--- src/rtl/i2cs_pkg.sv ---
package i2cs_pkg;

  localparam int RELOAD_W_DEF = 7;
  localparam int SYNC_STAGES  = 2;

  typedef enum logic [2:0] {
    ST_IDLE  = 3'd0,
    ST_CHECK = 3'd1,
    ST_HOLD1 = 3'd2,
    ST_HOLD2 = 3'd3,
    ST_DONE  = 3'd4
  } seq_state_t;

  // Sticky flag update: a set in the same cycle beats a clear.
  function automatic logic sticky_next(input logic cur, input logic set,
                                       input logic clr);
    if (set)      return 1'b1;
    else if (clr) return 1'b0;
    else          return cur;
  endfunction

endpackage

--- src/rtl/i2cs_sync.sv ---
module i2cs_sync #(
  parameter int W      = 2,
  parameter int STAGES = i2cs_pkg::SYNC_STAGES
) (
  input  logic         clk,
  input  logic         rst_n,
  input  logic [W-1:0] d_async,
  output logic [W-1:0] q_sync
);

  // One synchronizer chain per line; idle bus level is high.
  for (genvar b = 0; b < W; b++) begin : g_line
    logic [STAGES-1:0] chain;
    always_ff @(posedge clk or negedge rst_n) begin
      if (!rst_n) chain <= '1;
      else        chain <= {chain[STAGES-2:0], d_async[b]};
    end
    assign q_sync[b] = chain[STAGES-1];
  end

endmodule

--- src/rtl/i2cs_holdcnt.sv ---
module i2cs_holdcnt #(
  parameter int W = i2cs_pkg::RELOAD_W_DEF
) (
  input  logic         clk,
  input  logic         rst_n,
  input  logic         load,
  input  logic         run,
  input  logic [W-1:0] reload,
  output logic         expired
);

  // An interval lasts max(reload,1) cycles: the count is loaded with one
  // less than that, and the last cycle is the one where the count is zero.
  function automatic logic [W-1:0] first_count(input logic [W-1:0] r);
    return (r == '0) ? '0 : r - 1'b1;
  endfunction

  logic [W-1:0] cnt_q;

  always_ff @(posedge clk or negedge rst_n) begin
    if (!rst_n)                     cnt_q <= '0;
    else if (load)                  cnt_q <= first_count(reload);
    else if (run && cnt_q != '0)    cnt_q <= cnt_q - 1'b1;
  end

  assign expired = (cnt_q == '0);

endmodule

--- src/rtl/i2cs_ctrl.sv ---
module i2cs_ctrl
  import i2cs_pkg::*;
(
  input  logic clk,
  input  logic rst_n,
  input  logic start_req,
  input  logic clr_irq,
  input  logic clr_coll,
  input  logic sda_s,
  input  logic scl_s,
  input  logic cnt_expired,
  output logic cnt_load,
  output logic cnt_run,
  output logic sda_oe,
  output logic scl_oe,
  output logic start_en,
  output logic busy,
  output logic start_done,
  output logic bus_coll,
  output logic irq_flag,
  output logic ev_accept,
  output logic ev_coll,
  output logic ev_early,
  output logic ev_finish
);

  seq_state_t state_q, state_d;
  logic en_q, coll_q, irq_q;

  // Named events, each a decision of one phase.
  logic pre_fail, pre_bus_start, h1_coll, h1_expire, to_hold2;

  assign ev_accept     = (state_q == ST_IDLE) && start_req;
  assign pre_fail      = (state_q == ST_CHECK) && (!sda_s || !scl_s);
  assign pre_bus_start = (state_q == ST_CHECK) && !sda_s && scl_s;
  assign h1_coll       = (state_q == ST_HOLD1) && sda_s && !scl_s;
  assign ev_early      = (state_q == ST_HOLD1) && !sda_s;
  assign h1_expire     = (state_q == ST_HOLD1) && sda_s && scl_s && cnt_expired;
  assign to_hold2      = ev_early || h1_expire;
  assign ev_coll       = pre_fail || h1_coll;
  assign ev_finish     = (state_q == ST_HOLD2) && cnt_expired;

  assign cnt_load = ((state_q == ST_CHECK) && !pre_fail) || to_hold2;
  assign cnt_run  = (state_q == ST_HOLD1) || (state_q == ST_HOLD2);

  always_comb begin
    state_d = state_q;
    unique case (state_q)
      ST_IDLE:  if (ev_accept) state_d = ST_CHECK;
      ST_CHECK: state_d = pre_fail ? ST_IDLE : ST_HOLD1;
      ST_HOLD1: begin
        if (h1_coll)       state_d = ST_IDLE;
        else if (to_hold2) state_d = ST_HOLD2;
      end
      ST_HOLD2: if (ev_finish) state_d = ST_DONE;
      ST_DONE:  state_d = ST_IDLE;
      default:  state_d = ST_IDLE;
    endcase
  end

  always_ff @(posedge clk or negedge rst_n) begin
    if (!rst_n) begin
      state_q <= ST_IDLE;
      en_q    <= 1'b0;
      coll_q  <= 1'b0;
      irq_q   <= 1'b0;
    end else begin
      state_q <= state_d;
      if (ev_accept)                en_q <= 1'b1;
      else if (ev_coll || ev_finish) en_q <= 1'b0;
      coll_q <= sticky_next(coll_q, ev_coll, clr_coll);
      irq_q  <= sticky_next(irq_q, pre_bus_start || ev_finish, clr_irq);
    end
  end

  assign sda_oe     = (state_q == ST_HOLD2) || (state_q == ST_DONE);
  assign scl_oe     = (state_q == ST_DONE);
  assign start_done = (state_q == ST_DONE);
  assign busy       = (state_q != ST_IDLE);
  assign start_en   = en_q;
  assign bus_coll   = coll_q;
  assign irq_flag   = irq_q;

endmodule

--- src/rtl/i2c_start_gen.sv ---
module i2c_start_gen #(
  parameter int RELOAD_W = i2cs_pkg::RELOAD_W_DEF
) (
  input  logic                clk,
  input  logic                rst_n,
  input  logic                start_req,
  input  logic [RELOAD_W-1:0] reload,
  input  logic                clr_irq,
  input  logic                clr_coll,
  input  logic                sda_in,
  input  logic                scl_in,
  output logic                sda_oe,
  output logic                scl_oe,
  output logic                start_en,
  output logic                busy,
  output logic                start_done,
  output logic                bus_coll,
  output logic                irq_flag
);

  localparam int LINES = 2;

  logic [LINES-1:0] line_sync;
  logic sda_s, scl_s;
  logic cnt_load, cnt_run, cnt_expired;
  logic ev_accept, ev_coll, ev_early, ev_finish;

  i2cs_sync #(.W(LINES)) u_sync (
    .clk     (clk),
    .rst_n   (rst_n),
    .d_async ({scl_in, sda_in}),
    .q_sync  (line_sync)
  );

  assign sda_s = line_sync[0];
  assign scl_s = line_sync[1];

  i2cs_holdcnt #(.W(RELOAD_W)) u_cnt (
    .clk     (clk),
    .rst_n   (rst_n),
    .load    (cnt_load),
    .run     (cnt_run),
    .reload  (reload),
    .expired (cnt_expired)
  );

  i2cs_ctrl u_ctrl (
    .clk         (clk),
    .rst_n       (rst_n),
    .start_req   (start_req),
    .clr_irq     (clr_irq),
    .clr_coll    (clr_coll),
    .sda_s       (sda_s),
    .scl_s       (scl_s),
    .cnt_expired (cnt_expired),
    .cnt_load    (cnt_load),
    .cnt_run     (cnt_run),
    .sda_oe      (sda_oe),
    .scl_oe      (scl_oe),
    .start_en    (start_en),
    .busy        (busy),
    .start_done  (start_done),
    .bus_coll    (bus_coll),
    .irq_flag    (irq_flag),
    .ev_accept   (ev_accept),
    .ev_coll     (ev_coll),
    .ev_early    (ev_early),
    .ev_finish   (ev_finish)
  );

endmodule

--- config.mk ---
export PLATFORM = sky130hd
export DESIGN_NAME = i2c_start_gen
export DESIGN_NICKNAME = d
export VERILOG_FILES = /design/src/rtl/i2cs_pkg.sv /design/src/rtl/i2cs_sync.sv /design/src/rtl/i2cs_holdcnt.sv /design/src/rtl/i2cs_ctrl.sv /design/src/rtl/i2c_start_gen.sv
export SDC_FILE = /design/constraint.sdc
export NUM_CORES = 1
export LEC_CHECK = 0
export BUFFER_PORTS_ARGS = -buffer_cell sky130_fd_sc_hd__buf_2
export CAP_MARGIN = 20
export CORE_AREA = 8 8 66 68
export CTS_BUF_LIST = sky130_fd_sc_hd__clkbuf_16
export DETAILED_ROUTE_END_ITERATION = 12
export DIE_AREA = 0 0 74 76
export PLACE_DENSITY = 0.58
export SETUP_SLACK_MARGIN = 0.15
export SLEW_MARGIN = 20
export SYNTH_ARGS = -nofsm -noshare
export SYNTH_HDL_FRONTEND = slang
export SYNTH_SLANG_ARGS = --single-unit
export TNS_END_PERCENT = 20
--- constraint.sdc ---
create_clock -name clk -period 5.7 [get_ports clk]
set_clock_uncertainty 0.1 [all_clocks]
set_input_delay 0.285 -clock clk [delete_from_list [all_inputs] [get_ports clk]]
set_output_delay 0.285 -clock clk [all_outputs]
set_load 0.05 [all_outputs]
==> impl_metrics.prom <==
# TYPE chip_impl_metric gauge
chip_impl_info{name="status",value="finished, final reports clean"} 1
chip_impl_info{name="hold_class",value="in2reg"} 1
chip_impl_info{name="rsz0062_at_grt",value="no"} 1
chip_impl_info{name="topRoutingLayerUsed",value="met4"} 1
chip_impl_metric{name="dp.cells",unit=""} 175
chip_impl_metric{name="portBuffers",unit=""} 20
chip_impl_metric{name="synth_cells",unit=""} 112
chip_impl_metric{name="grt_first_pass_wirelength",unit="mm"} 3.781
chip_impl_metric{name="clk_sink_count",unit=""} 17
chip_impl_metric{name="layout-drive-gt1-share",unit=""} 0.3030
chip_impl_metric{name="route.layer.met1.wl",unit="µm"} 872
chip_impl_info{name="clock_tree_from_tritoncts",value="built"} 1
chip_impl_metric{name="max_clock_freq",unit="MHz"} 456.5
chip_impl_metric{name="tightest_slew",unit="ns"} 0.3735
chip_impl_metric{name="max_slew_violation_total_from_the_final_report",unit=""} 0
chip_impl_metric{name="layout_worst_path_cycle_share",unit=""} 0.3843
chip_impl_metric{name="remaining_antenna_violation_count",unit=""} 0
chip_impl_metric{name="final.fill_count",unit=""} 364
chip_impl_metric{name="die_width",unit="µm"} 74
chip_impl_metric{name="timing.critical_path.arrival",unit="ns"} 2.22
chip_impl_metric{name="synth-seq-area-share",unit=""} 0.3801
chip_impl_info{name="cts_root_buffer",value="sky130_fd_sc_hd__clkbuf_16"} 1
chip_impl_metric{name="synth_cell_types",unit=""} 39
chip_impl_metric{name="insertedDiodeCount",unit=""} 0
chip_impl_metric{name="post_cts_resized",unit=""} 0
chip_impl_metric{name="final-instance-count-excl-fill",unit=""} 180
chip_impl_metric{name="dr_wl_met2",unit="mm"} 1.107
chip_impl_metric{name="place.gp.congestion",unit=""} 0.7879
chip_impl_info{name="cp-end-kind",value="flop"} 1
chip_impl_metric{name="count_of_boundary_i_o_pins",unit=""} 21
chip_impl_metric{name="chipHeight",unit="µm"} 76
chip_impl_metric{name="grt.total_usage",unit=""} 0.08595
chip_impl_metric{name="clock_latency",unit="ns"} 0.25
chip_impl_metric{name="drc",unit=""} 0
chip_impl_metric{name="1st_pass_router_iterations",unit=""} 2
chip_impl_metric{name="timing.setup.tns",unit="ns"} 0
chip_impl_metric{name="grt_antenna_before_repair",unit=""} 0
chip_impl_metric{name="post-synth-top-area-fraction",unit=""} 0.2873
chip_impl_metric{name="timing.slew.headroom",unit=""} 0.7510
chip_impl_info{name="post-synth-top-area-cell",value="sky130_fd_sc_hd__dfrtp_1"} 1
chip_impl_metric{name="synth.yosys.warnings",unit=""} 0
chip_impl_metric{name="post_drt_via_cell_ratio",unit=""} 4.739
chip_impl_metric{name="synth_enable_flop_cells",unit=""} 0
chip_impl_metric{name="coreArea",unit="mm²"} 0.003441
chip_impl_metric{name="synthesis.area_per_instance",unit="µm²"} 10.11
chip_impl_metric{name="finalHoldViolations",unit=""} 0
chip_impl_info{name="timing.critical_path.from_type",value="flop"} 1
chip_impl_metric{name="power.ir.vdd_worst",unit="mV"} 0.1135
chip_impl_metric{name="fin_total_pwr",unit="mW"} 0.6479
chip_impl_metric{name="path_clk_slew",unit="ns"} 0.05
chip_impl_metric{name="cts_inserted_buffers",unit=""} 3
chip_impl_metric{name="dieArea",unit="mm²"} 0.005624
chip_impl_metric{name="ctsHtreeMaxLevel",unit=""} 1
chip_impl_metric{name="setup_viol",unit=""} 0
chip_impl_metric{name="dp.final_hpwl",unit="mm"} 1.778
chip_impl_metric{name="synthToLayoutAreaGrowth",unit="%"} 16.57
chip_impl_metric{name="timing.max_cap.violations",unit=""} 0
chip_impl_metric{name="vias",unit=""} 853
chip_impl_metric{name="ctsLongestPathBuffers",unit=""} 2
chip_impl_metric{name="final_net_count",unit=""} 151
chip_impl_metric{name="detail_route.wirelength",unit="mm"} 2.149
chip_impl_metric{name="setup_ws",unit="ns"} 3.509
chip_impl_metric{name="grt_remaining_overflow",unit=""} 0
chip_impl_metric{name="core.rowCount",unit=""} 22
chip_impl_info{name="critical_path_class",value="reg2reg"} 1
chip_impl_metric{name="wire_length_on_met3",unit="µm"} 118
chip_impl_metric{name="worstPathMaxFanout",unit=""} 7
chip_impl_metric{name="dp_worst_setup_slack",unit="ns"} 3.511
chip_impl_metric{name="initial_core_util",unit=""} 0.3291
chip_impl_info{name="synth_top_area_cells",value="sky130_fd_sc_hd__dfrtp_1 29%, sky130_fd_sc_hd__dfstp_2 9.3%, sky130_fd_sc_hd__mux2i_1 8.0%, sky130_fd_sc_hd__ha_1 4.4%, sky130_fd_sc_hd__xnor2_1 3.9%"} 1
chip_impl_metric{name="syn_area",unit="mm²"} 0.001132
chip_impl_info{name="dominantRegCellSynth",value="sky130_fd_sc_hd__dfrtp_1"} 1
chip_impl_metric{name="timing.critical_path.required",unit="ns"} 5.73
chip_impl_metric{name="synth-async-reset-ratio",unit=""} 1.000
chip_impl_metric{name="pin_count_of_the_biggest_net_entering_global_routing",unit=""} 18
chip_impl_metric{name="cellPowerDensity",unit="mW/mm²"} 490.9
chip_impl_metric{name="leakagePower",unit="nW"} 0.6150
chip_impl_metric{name="first_global_vias",unit=""} 933
chip_impl_metric{name="final_period_minus_worst_setup_slack",unit="ns"} 2.191
chip_impl_metric{name="drt-initial-drc-count",unit=""} 16
chip_impl_metric{name="wl_per_cell",unit="µm"} 11.94
chip_impl_metric{name="postCtsSetupRepairBufs",unit=""} 0
chip_impl_metric{name="synth_seq_cells",unit=""} 17
chip_impl_metric{name="postSynthNetCount",unit=""} 130
-- layout by cell type, fill, tap and decap left out, types with 2 or more instances in the layout --
cell type	Yosys	final
sky130_fd_sc_hd__or2_2	2	2
sky130_fd_sc_hd__clkbuf_16	0	3
sky130_fd_sc_hd__nor2_1	10	10
sky130_fd_sc_hd__buf_2	0	20
sky130_fd_sc_hd__dfrtp_1	13	13
sky130_fd_sc_hd__nand2_1	10	10
sky130_fd_sc_hd__dfstp_2	4	4
sky130_fd_sc_hd__nor3_1	7	7
sky130_fd_sc_hd__a21oi_1	6	6
sky130_fd_sc_hd__mux2i_1	9	9
sky130_fd_sc_hd__and2b_2	2	2
sky130_fd_sc_hd__ha_1	4	4
sky130_fd_sc_hd__inv_1	8	9
sky130_fd_sc_hd__xnor2_1	5	5
sky130_fd_sc_hd__xor2_1	2	2
sky130_fd_sc_hd__nand2b_1	4	4
-- sequential cells by signal, indices dropped and copies added, names as in the netlist --
name,cells
u_cnt.cnt_q,7
u_sync.g_line.chain,4
u_ctrl.state_q,3
u_ctrl.bus_coll,1
u_ctrl.irq_flag,1
u_ctrl.start_en,1
-- metrics by stage --
| stage | utilization | area [µm²] | hold slack [ns] |
|---|---|---|---|
| floorplan | - | 1132 | -0.1106 |
| global placement | 0.3578 | 1231 | 0.1143 |
| detailed placement | 0.3578 | 1231 | 0.1249 |
| CTS | 0.3836 | 1320 | 0.03384 |
| global route | 0.3836 | 1320 | 0.02839 |
| finish | 0.3836 | 1320 | 0.03898 |
-- cell usage after synthesis (2+ instances only) --
library cell               count
sky130_fd_sc_hd__dfrtp_1      13
sky130_fd_sc_hd__nand2_1      10
sky130_fd_sc_hd__nor2_1       10
sky130_fd_sc_hd__mux2i_1       9
sky130_fd_sc_hd__inv_1         8
sky130_fd_sc_hd__nor3_1        7
sky130_fd_sc_hd__a21oi_1       6
sky130_fd_sc_hd__xnor2_1       5
sky130_fd_sc_hd__dfstp_2       4
sky130_fd_sc_hd__ha_1          4
sky130_fd_sc_hd__nand2b_1      4
sky130_fd_sc_hd__and2b_2       2
sky130_fd_sc_hd__clkbuf_8      2
sky130_fd_sc_hd__or2_2         2
sky130_fd_sc_hd__xor2_1        2
-- cell families after synthesis --
group           count (synthesis)  share of synthesized area
mux                            11                     0.1028
flops                          17                     0.3801
xor+xnor                        7                    0.05414
simple gates                   46                     0.2508
fa+ha+maj                       4                    0.04420
compound gates                 14                    0.08731
buf+inv                        13                    0.08067
-- per-layer routing --
| layer | global-route usage | up-vias |
|---|---|---|
| met5 | 0 | - |
| met4 | 0.05400 | 0 |
| met3 | 0.02368 | 4 |
| met2 | 0.1470 | 19 |
| met1 | 0.08783 | 410 |
| li1 | - | 420 |
-- worst max-delay path: stages (launching register included) --
cell and delay, ns:
sky130_fd_sc_hd__dfrtp_1 0.37, sky130_fd_sc_hd__inv_1 0.11, sky130_fd_sc_hd__ha_1 0.15, sky130_fd_sc_hd__nor4b_2 0.21
sky130_fd_sc_hd__nor3b_4 0.39, sky130_fd_sc_hd__nand3_4 0.11, sky130_fd_sc_hd__a21oi_4 0.30, sky130_fd_sc_hd__mux2_4 0.33
-- report_power, final --
| group | internal [mW] | leakage [nW] | total (mW) | switching [mW] |
|---|---|---|---|---|
| Clock | 0.0930 | 0.0423 | 0.136 | 0.0434 |
| Sequential | 0.167 | 0.199 | 0.220 | 0.0526 |
| Combinational | 0.127 | 0.374 | 0.292 | 0.165 |
| Total | 0.387 | 0.615 | 0.648 | 0.261 |
-- final cells by class --
type	count	area (µm²)	area share
clock buffer	3	75.07	0.05687
clock inverter	1	3.754	0.002844
sequential	17	430.4	0.3261
multi-input combinational	82	610.6	0.4626
inverter	8	30.03	0.02275
tap	48	60.06	0.04550
timing repair buffer	21	110.1	0.08341
-- final timing paths --
kind                       cells past startpoint                           startpoint                                   to  slack (ns)
min reg2reg                                    0  u_sync.g_line[0].chain[0]$_DFF_PN1_  u_sync.g_line[0].chain[1]$_DFF_PN1_        0.25
max                                            7           u_cnt.cnt_q[0]$_DFFE_PN0P_           u_cnt.cnt_q[0]$_DFFE_PN0P_        3.51
min                                            1                               sda_in  u_sync.g_line[0].chain[0]$_DFF_PN1_        0.04
max in group asynchronous                      2                                rst_n  u_sync.g_line[0].chain[0]$_DFF_PN1_        4.81
max reg2reg                                    7           u_cnt.cnt_q[0]$_DFFE_PN0P_           u_cnt.cnt_q[0]$_DFFE_PN0P_        3.51
min in group asynchronous                      2                                rst_n           u_cnt.cnt_q[5]$_DFFE_PN0P_        0.39
-- repair_timing --
| action | CTS | global route |
|---|---|---|
| endpoints found under the hold margin | 13 | 0 |
| endpoints found under the setup margin | 0 | 0 |
| hold buffers | 1 | 0 |
(Power assumes the default switching activity.)
